==> config.mk <==
export PLATFORM = sky130hd
export DESIGN_NAME = i2c_ctrl_flags
export DESIGN_NICKNAME = d
export VERILOG_FILES = /design/src/rtl/i2cflag_pkg.sv /design/src/rtl/flag_cell.sv /design/src/rtl/srst_decode.sv /design/src/rtl/stat_event.sv /design/src/rtl/i2c_ctrl_flags.sv
export SDC_FILE = /design/constraint.sdc
export NUM_CORES = 1
export LEC_CHECK = 0
export ABC_AREA = 1
export BUFFER_PORTS_ARGS = -buffer_cell sky130_fd_sc_hd__buf_4
export CAP_MARGIN = 10
export CELL_PAD_IN_SITES_DETAIL_PLACEMENT = 1
export CELL_PAD_IN_SITES_GLOBAL_PLACEMENT = 1
export CORE_MARGIN = 8
export CORE_UTILIZATION = 20
export CTS_CLUSTER_DIAMETER = 100
export DETAILED_ROUTE_END_ITERATION = 16
export PLACE_DENSITY_LB_ADDON = 0.08
export SLEW_MARGIN = 20
export SYNTH_ARGS = -nofsm -noshare
export SYNTH_HDL_FRONTEND = slang
export SYNTH_HIERARCHICAL = 1
export SYNTH_SLANG_ARGS = --single-unit
==> constraint.sdc <==
create_clock -name clk -period 1.1 [get_ports clk]
set_clock_uncertainty 0.05 [all_clocks]
set_input_delay 0.22 -clock clk [delete_from_list [all_inputs] [get_ports clk]]
set_output_delay 0.22 -clock clk [all_outputs]
set_load 0.005 [all_outputs]
==> src/rtl/i2cflag_pkg.sv <==
// Package: shared flag positions and count for the control-flag block.
// Assumes the set, clear and flag vectors all use these positions.
package i2cflag_pkg;
    localparam int NFLAG = 5;
    localparam int B_EN  = 0;
    localparam int B_IEN = 1;
    localparam int B_STA = 2;
    localparam int B_AA  = 3;
    localparam int B_SI  = 4;
endpackage

==> src/rtl/flag_cell.sv <==
// One control flag. Software and hardware can each set or clear it, and
// any clear beats any set. Wipe (soft reset) beats everything.
// Assumes all request inputs are single-cycle, synchronous to clk.
module flag_cell (
    input  logic clk,
    input  logic rst_n,
    input  logic wipe,
    input  logic sw_set,
    input  logic sw_clr,
    input  logic hw_set,
    input  logic hw_clr,
    output logic q
);
    logic drop;
    logic raise;

    // Gather the clear and set causes.
    always_comb begin
        drop  = sw_clr | hw_clr;
        raise = sw_set | hw_set;
    end

    // Flag register with priority wipe > clear > set > hold.
    always_ff @(posedge clk) begin
        if (!rst_n || wipe) begin
            q <= 1'b0;
        end else if (drop) begin
            q <= 1'b0;
        end else if (raise) begin
            q <= 1'b1;
        end
    end

    // a clear request always leaves the flag at 0.
    a_r4_clear_wins: assert property (@(posedge clk) disable iff (!rst_n)
        (sw_clr || hw_clr) |=> !q);

    // an uncontested set leaves the flag at 1.
    a_r2_set_raises: assert property (@(posedge clk) disable iff (!rst_n)
        (raise && !sw_clr && !hw_clr && !wipe) |=> q);
endmodule

==> src/rtl/srst_decode.sv <==
// Soft-reset key decoder. A write of KEY gives a combinational hit and a
// registered one-cycle pulse. Other values are ignored.
// Assumes one write per strobe cycle.
module srst_decode #(
    parameter int          DW  = 8,
    parameter logic [DW-1:0] KEY = 8'h07
) (
    input  logic          clk,
    input  logic          rst_n,
    input  logic          we,
    input  logic [DW-1:0] data,
    output logic          hit,
    output logic          pulse
);
    // Exact key compare.
    always_comb begin
        hit = we && (data == KEY);
    end

    // Register the hit into the outgoing pulse.
    always_ff @(posedge clk) begin
        if (!rst_n) begin
            pulse <= 1'b0;
        end else begin
            pulse <= hit;
        end
    end

    // a write without the key never produces a pulse.
    a_r8_wrong_key_silent: assert property (@(posedge clk) disable iff (!rst_n)
        (!we || data != KEY) |=> !pulse);
endmodule

==> src/rtl/stat_event.sv <==
// Turns a status-change strobe into an interrupt-flag raise request.
// A change into the idle code does not raise.
// Assumes stat_code is valid whenever stat_chg is high.
module stat_event #(
    parameter int            DW   = 8,
    parameter logic [DW-1:0] IDLE = 8'hF8
) (
    input  logic          stat_chg,
    input  logic [DW-1:0] stat_code,
    output logic          si_raise
);
    // Qualify the strobe by the code.
    always_comb begin
        si_raise = stat_chg && (stat_code != IDLE);
    end
endmodule

==> src/rtl/i2c_ctrl_flags.sv <==
// Control-flag register block of an I2C controller. It has a raise port
// and a drop port that act only on 1 bits, hardware set/clear for the
// interrupt and start-request flags, a soft-reset key register, and the
// interrupt and slave-response outputs.
// Assumes all strobes are single-cycle, synchronous to clk.
module i2c_ctrl_flags #(
    parameter int            DW        = 8,
    parameter logic [DW-1:0] IDLE_CODE = 8'hF8,
    parameter logic [DW-1:0] SRST_KEY  = 8'h07
) (
    input  logic                          clk,
    input  logic                          rst_n,
    input  logic                          set_we,
    input  logic [i2cflag_pkg::NFLAG-1:0] set_bits,
    input  logic                          clr_we,
    input  logic [i2cflag_pkg::NFLAG-1:0] clr_bits,
    input  logic                          srst_we,
    input  logic [DW-1:0]                 srst_data,
    input  logic                          stat_chg,
    input  logic [DW-1:0]                 stat_code,
    input  logic                          start_sent,
    output logic [i2cflag_pkg::NFLAG-1:0] flags,
    output logic                          irq,
    output logic                          slave_resp_en,
    output logic                          srst_pulse
);
    import i2cflag_pkg::*;

    localparam int NF = NFLAG;

    logic          wipe;
    logic          si_raise;
    logic [NF-1:0] sw_set_v;
    logic [NF-1:0] sw_clr_v;
    logic [NF-1:0] hw_set_v;
    logic [NF-1:0] hw_clr_v;

    srst_decode #(.DW(DW), .KEY(SRST_KEY)) i_srst (
        .clk   (clk),
        .rst_n (rst_n),
        .we    (srst_we),
        .data  (srst_data),
        .hit   (wipe),
        .pulse (srst_pulse)
    );

    stat_event #(.DW(DW), .IDLE(IDLE_CODE)) i_stat (
        .stat_chg  (stat_chg),
        .stat_code (stat_code),
        .si_raise  (si_raise)
    );

    // Gate the software masks with their strobes.
    always_comb begin
        sw_set_v = set_we ? set_bits : '0;
        sw_clr_v = clr_we ? clr_bits : '0;
    end

    // Route the hardware events to their own flags.
    always_comb begin
        hw_set_v        = '0;
        hw_clr_v        = '0;
        hw_set_v[B_SI]  = si_raise;
        hw_clr_v[B_STA] = start_sent;
    end

    for (genvar i = 0; i < NF; i++) begin : g_flag
        flag_cell i_cell (
            .clk    (clk),
            .rst_n  (rst_n),
            .wipe   (wipe),
            .sw_set (sw_set_v[i]),
            .sw_clr (sw_clr_v[i]),
            .hw_set (hw_set_v[i]),
            .hw_clr (hw_clr_v[i]),
            .q      (flags[i])
        );
    end

    // Derived outputs.
    always_comb begin
        irq           = flags[B_SI] & flags[B_IEN];
        slave_resp_en = flags[B_EN] & flags[B_AA];
    end

    // coming out of reset, every flag is clear.
    a_r1_reset_clear: assert property (@(posedge clk) disable iff (!rst_n)
        $rose(rst_n) |-> (flags == '0));

    // a start-sent event retires the start request.
    a_r7_start_drop: assert property (@(posedge clk) disable iff (!rst_n)
        start_sent |=> !flags[B_STA]);

    // the idle code does not raise the interrupt flag.
    a_r5_idle_no_si: assert property (@(posedge clk) disable iff (!rst_n)
        (stat_chg && stat_code == IDLE_CODE && !flags[B_SI]
         && !(set_we && set_bits[B_SI])) |=> !flags[B_SI]);

    // hardware never clears the interrupt flag.
    a_r5_si_sticky: assert property (@(posedge clk) disable iff (!rst_n)
        (flags[B_SI] && !(clr_we && clr_bits[B_SI]) && !wipe) |=> flags[B_SI]);

    // a rising interrupt request needs the interrupt flag set.
    a_r6_irq_source: assert property (@(posedge clk) disable iff (!rst_n)
        $rose(irq) |-> (flags[B_SI] && flags[B_IEN]));

    // while the reset pulse is high, all flags have been wiped.
    a_r8_pulse_wipes: assert property (@(posedge clk) disable iff (!rst_n)
        srst_pulse |-> (flags == '0));

    // the slave response never goes high without assert-acknowledge.
    a_r9_slave_needs_aa: assert property (@(posedge clk) disable iff (!rst_n)
        slave_resp_en |-> flags[B_AA]);
endmodule

==> results.cfg, run 1 <==
[global_routing]
track_usage = 0.0732
grt_pass1_vias = 697
grt_use_met3 = 0.0132
grt_first_pass_wirelength_um = 2660
grt_max_degree = 7
grt_overflow_total = 0
use_met2 = 0.125
use_met1 = 0.0846
antenna_found_initial = 0
grt_busiest_layer = met2

[synthesis]
synth_seq_cells = 6
ys_types = 9
ys_seq_area_frac = 0.230
ys_warn_count = 6
synth.avg_cell_area_um2 = 5.39
syn_inst = 97
syn-cell-area_um2 = 523

[setup_path]
startpoint_type = flop
path_class = flop to primary output
cp_slowest_cell = dfxtp_1
crit_chain = nand2_1 -> inv_1 -> buf_4
regToRegSetupSlack_ps = 470
crit_start = g_flag[0].i_cell/q$_SDFFE_PP0P_
end_kind = primary output
required_ps = 830
slowest_delay_ps = 340
cp.arrival_ps = 780
path_buf_inv = 2
crit_path_max_fanout = 3
crit_family = flip-flops
r2r_start = g_flag[1].i_cell/q$_SDFFE_PP0P_

[floorplan]
die_area_mm2 = 0.00451
io_pins = 41
row_count = 18
start_util = 0.211
coreArea_mm2 = 0.00248
die_w_um = 67.1
die_height_um = 67.1

[cts]
htreeDepth = 1
cts_buffer_depth = 2
cts_tree = yes
path_clk_slew_ps = 40
postCtsSetupRepairBufs = 0
cts_made_buffers = 3
clk-insertion-delay-late_ps = 230
numClockSinks = 6
clockRootBuffer = clkbuf_4

[layout]
final_cells = 179
area_growth_pct = 77.5
multi_input_area_um2 = 305
antenna_cells = 0
fillCellCount = 347
layout-drive-gt1-share = 0.430
nNetsFinal = 184
mostFrequentLayoutCells = buf_4 (42), inv_1 (33), nand2_1 (27)
final_common_cell = buf_4
regArea_um2 = 124
design_area_um2 = 928

[detailed_routing]
first_pass_iters = 2
wl_per_cell_um = 8.49
antenna_left = 0
vias_per_cell = 3.61
vias = 646
wl_um = 1520
first_iter_violations = 21
post-route-drc-count = 0

[timing]
setup_violations = 0
rsz0062_at_grt = no
fmax_mhz = 955
finalHoldViolations = 0
hold_ws_ps = 192
final-max-slew-violation-count = 0
min_period_ps = 1050
period_share = 0.952

[place]
place_inst = 176
dp_hpwl_um = 1440
placed_area_um2 = 902
io_buffers = 40
gp_congestion = 0.627

[run]
max_cap_viol_count = 0

[status]
status = finished clean

[pwr]
p_per_area_mw_per_mm2 = 675
max-vdd-ir-drop_mv = 0.285
power_mw = 0.627
leakagePower_nw = 0.607

[min_path]
min-delay-start = start_sent
hold_class = input pin to flop
[path summary, 6_finish.rpt]
kind         cells after the start                         endpoint
min reg2reg                      2  g_flag[1].i_cell/q$_SDFFE_PP0P_
min                              4  g_flag[2].i_cell/q$_SDFFE_PP0P_
max                              3                    slave_resp_en
max reg2reg                      2  g_flag[1].i_cell/q$_SDFFE_PP0P_
[worst min-delay path, cell delays in order]
cell     delay, ps
buf_4           80
nor2_2          30
nand2_1         60
nor2_1          40
[metrics by stage]
stage | util | setup WS [ps] | TNS [ps]
global route | 0.375 | 6.11 | 0
detailed placement | 0.364 | -0.357 | -0.357
global placement | 0.364 | 33.9 | 0
CTS | 0.373 | 10.9 | 0
floorplan | - | 44.9 | 0
finish | 0.375 | 52.8 | 0
[cells by family after synthesis]
family,synth area share
buffers and inverters,0.237
flip-flops,0.230
other,0.00717
AND/OR/NAND/NOR,0.526
[area by class of cell]
cell class / instances / area share
Sequential cell: 6 / 0.133
Inverter: 33 / 0.133
Clock buffer: 3 / 0.0243
Timing Repair Buffer: 42 / 0.340
Multi-Input combinational cell: 65 / 0.329
Tap cell: 30 / 0.0404
[registers in the layout, indices dropped and copies added, names as in the netlist]
signal           flops
g_flag.i_cell/q      5
i_srst/pulse         1
[routing by layer]
layer,vias up,wire [µm],share of wire
met5,-,0,0
met1,271,592,0.39
met4,0,17,0.011
met2,16,837,0.55
li1,357,-,-
met3,2,73,0.048
[report_power, final]
part	internal, mW	total, mW	leakage [nW]	switching (mW)
combinational	0.121	0.201	0.543	0.0803
clock	0.123	0.191	0.0138	0.0680
sequential	0.229	0.235	0.0503	0.00621
total	0.472	0.627	0.607	0.154
[synthesized netlist by cell type]
cell      count  area share
dfxtp_1       6        0.23
nor2_1       14        0.10
conb_1        1      0.0072
nand3_2       1       0.019
nand2_1      27        0.19
inv_1        33        0.24
nor2_2       13        0.16
nor3_2        1       0.019
nand3b_4      1       0.038
[what timing repair did]
action                     CTS  global route
resized for setup            0             3
hold buffers                 0             0
setup endpoints to repair    0             2
(Power assumes the default switching activity.)
==> run 2, diff against run 1 <==
- CORE_UTILIZATION: 20 -> 18
- SYNTH_HIERARCHICAL: 1 -> default
==> run 2 against run 1 <==
Net effect: worst setup slack worse by 4.9 ps; first-iteration DRC count decreased by 57%; count of clock-buffer cells in the layout did not move.
==> results.cfg, run 2 <==
[detailed_routing]
wl_per_cell_um = 11.6
vias_per_cell = 3.97
vias = 516
wl_um = 1510
antenna_left = 0
post-route-drc-count = 0
first_pass_iters = 4
first_iter_violations = 9

[synthesis]
synth_commonest_cells = nand2_1 (15), inv_1 (11), nor2_1 (10)
synth.avg_cell_area_um2 = 6.31
ys_warn_count = 0
ys_top_cells_by_area = dfxtp_1 (30%), nand2_1 (14%), inv_1 (10%), buf_4 (9.3%), nor2_1 (9.3%)
synth_most_common_cell = nand2_1
syn_inst = 64
synth_seq_cells = 6
synth_edf_count = 0
ys_seq_area_frac = 0.297
ys_types = 14
synth-async-reset-ratio = 0
synth_top_area_share = 0.297
synth_nets = 97
syn-cell-area_um2 = 404
synth_largest_area_cell = dfxtp_1
synth_ff_type = dfxtp_1

[layout]
final_common_cell = buf_4
area_growth_pct = 80.2
nNetsFinal = 137
utilization = 0.336
reg_top3 = g_flag.i_cell.q (5), i_srst.pulse (1)
antenna_cells = 0
design_area_um2 = 728
layout-drive-gt1-share = 0.529
largest_register_ff_count = 5
mostFrequentLayoutCells = buf_4 (40), nand2_1 (15), inv_1 (11)
largest-register = g_flag.i_cell.q

[timing]
min_period_ps = 1050
fmax_mhz = 951
finalHoldViolations = 0
setup-tns-final_ps = 0
worst_slack_ps = 48.0
worst_slew_pin_slew_ps = 180
slew_headroom = 0.879
final-max-slew-violation-count = 0
rsz0062_at_grt = no
period_share = 0.956
setup_violations = 0

[global_routing]
antenna_found_initial = 0
grt_first_pass_wirelength_um = 2550
track_usage = 0.0795
grt_pass1_vias = 605
grt_overflow_total = 0
grt_max_degree = 6

[place]
io_buffers = 40
placed_area_um2 = 702
gp_congestion = 0.602
dpl_worst_slack_ps = 156

[pwr]
power_mw = 0.609
max-vdd-ir-drop_mv = 0.495
leakagePower_nw = 0.415
p_per_area_mw_per_mm2 = 837

[setup_path]
crit_chain = nand2_1 -> inv_1 -> buf_4
path_class = flop to primary output
crit_family = flip-flops
path_buf_inv = 2
end_kind = primary output
cp.arrival_ps = 780
cp_slowest_cell = dfxtp_1
required_ps = 830
slowest_delay_ps = 340
crit_path_max_fanout = 3
startpoint_type = flop

[floorplan]
start_util = 0.186
die_w_um = 63.4
io_pins = 41
row_count = 17
coreArea_mm2 = 0.00217
die_area_mm2 = 0.00402
die_height_um = 63.4

[cts]
htreeDepth = 1
numClockSinks = 6
cts_buffer_depth = 2
clk-insertion-delay-late_ps = 240
cts_made_buffers = 3
path_clk_slew_ps = 50
postCtsHoldBufs = 0
cts_tree = yes
clockRootBuffer = clkbuf_4

[min_path]
hold_class = input pin to flop

[status]
status = finished clean

[run]
max_cap_viol_count = 0
run 2: cell count changes in the layout (fill, tap and decap cells not counted), sizes merged, moves of 2 or more:
cell	change
inv	-21
nor2	-16
nand2	-9
conb	-8
a21oi	+3
nand3	+3
o21ai	+3
buf	-2
run 2: per-stage QoR:
| stage | hold slack [ps] | cells |
|---|---|---|
| floorplan | 310 | 64 |
| global placement | 404 | 127 |
| detailed placement | 431 | 127 |
| CTS | 166 | 130 |
| global route | 197 | 130 |
| finish | 171 | 130 |
run 2: logic make-up (layout without fill, tap and decap cells):
logic type             Yosys count  in the layout  synth area share
AND/OR/NAND/NOR                 34             34             0.406
buffers and inverters           17             55             0.204
AO/OA/AOI/OAI                    7              7            0.0929
flip-flops                       6              6             0.297
run 2: timing repair:
action | in CTS | in global routing
setup buffers | 0 | 0
endpoints found under the setup margin | 0 | 2
resized for setup | 0 | 3
run 2: final cells by class:
type	count	area [µm²]
fillers	291	1440
repair buffers	40	300
multi-input cells	41	201
flip-flops and latches	6	124
inverters	12	45.0
well taps	28	35.0
clock buffers	3	22.5
run 2: routing by layer:
layer,up-vias,global-route usage,part of all wire
met1,223,0.0704,0.33
met2,24,0.141,0.54
met5,-,0,0
li1,267,-,-
met3,2,0.0495,0.12
met4,0,0.0334,0.011
run 2: tightest hold or removal path, cell delays in order:
cell,delay [ps]
buf_4,80
a21oi_1,50
nor2_1,80
run 2: final timing paths:
path              slack (ps)                            start                         endpoint  cells after the start
setup / recovery          50  g_flag[3].i_cell.q$_SDFFE_PP0P_                    slave_resp_en                      3
hold reg to reg          440  g_flag[2].i_cell.q$_SDFFE_PP0P_  g_flag[2].i_cell.q$_SDFFE_PP0P_                      2
hold / removal           170                      set_bits[2]  g_flag[2].i_cell.q$_SDFFE_PP0P_                      3
setup reg to reg         270  g_flag[4].i_cell.q$_SDFFE_PP0P_  g_flag[4].i_cell.q$_SDFFE_PP0P_                      3
run 2: power breakdown:
group	internal, mW	switching, mW
combinational	0.108	0.0581
sequential	0.230	0.00748
clock	0.124	0.0824
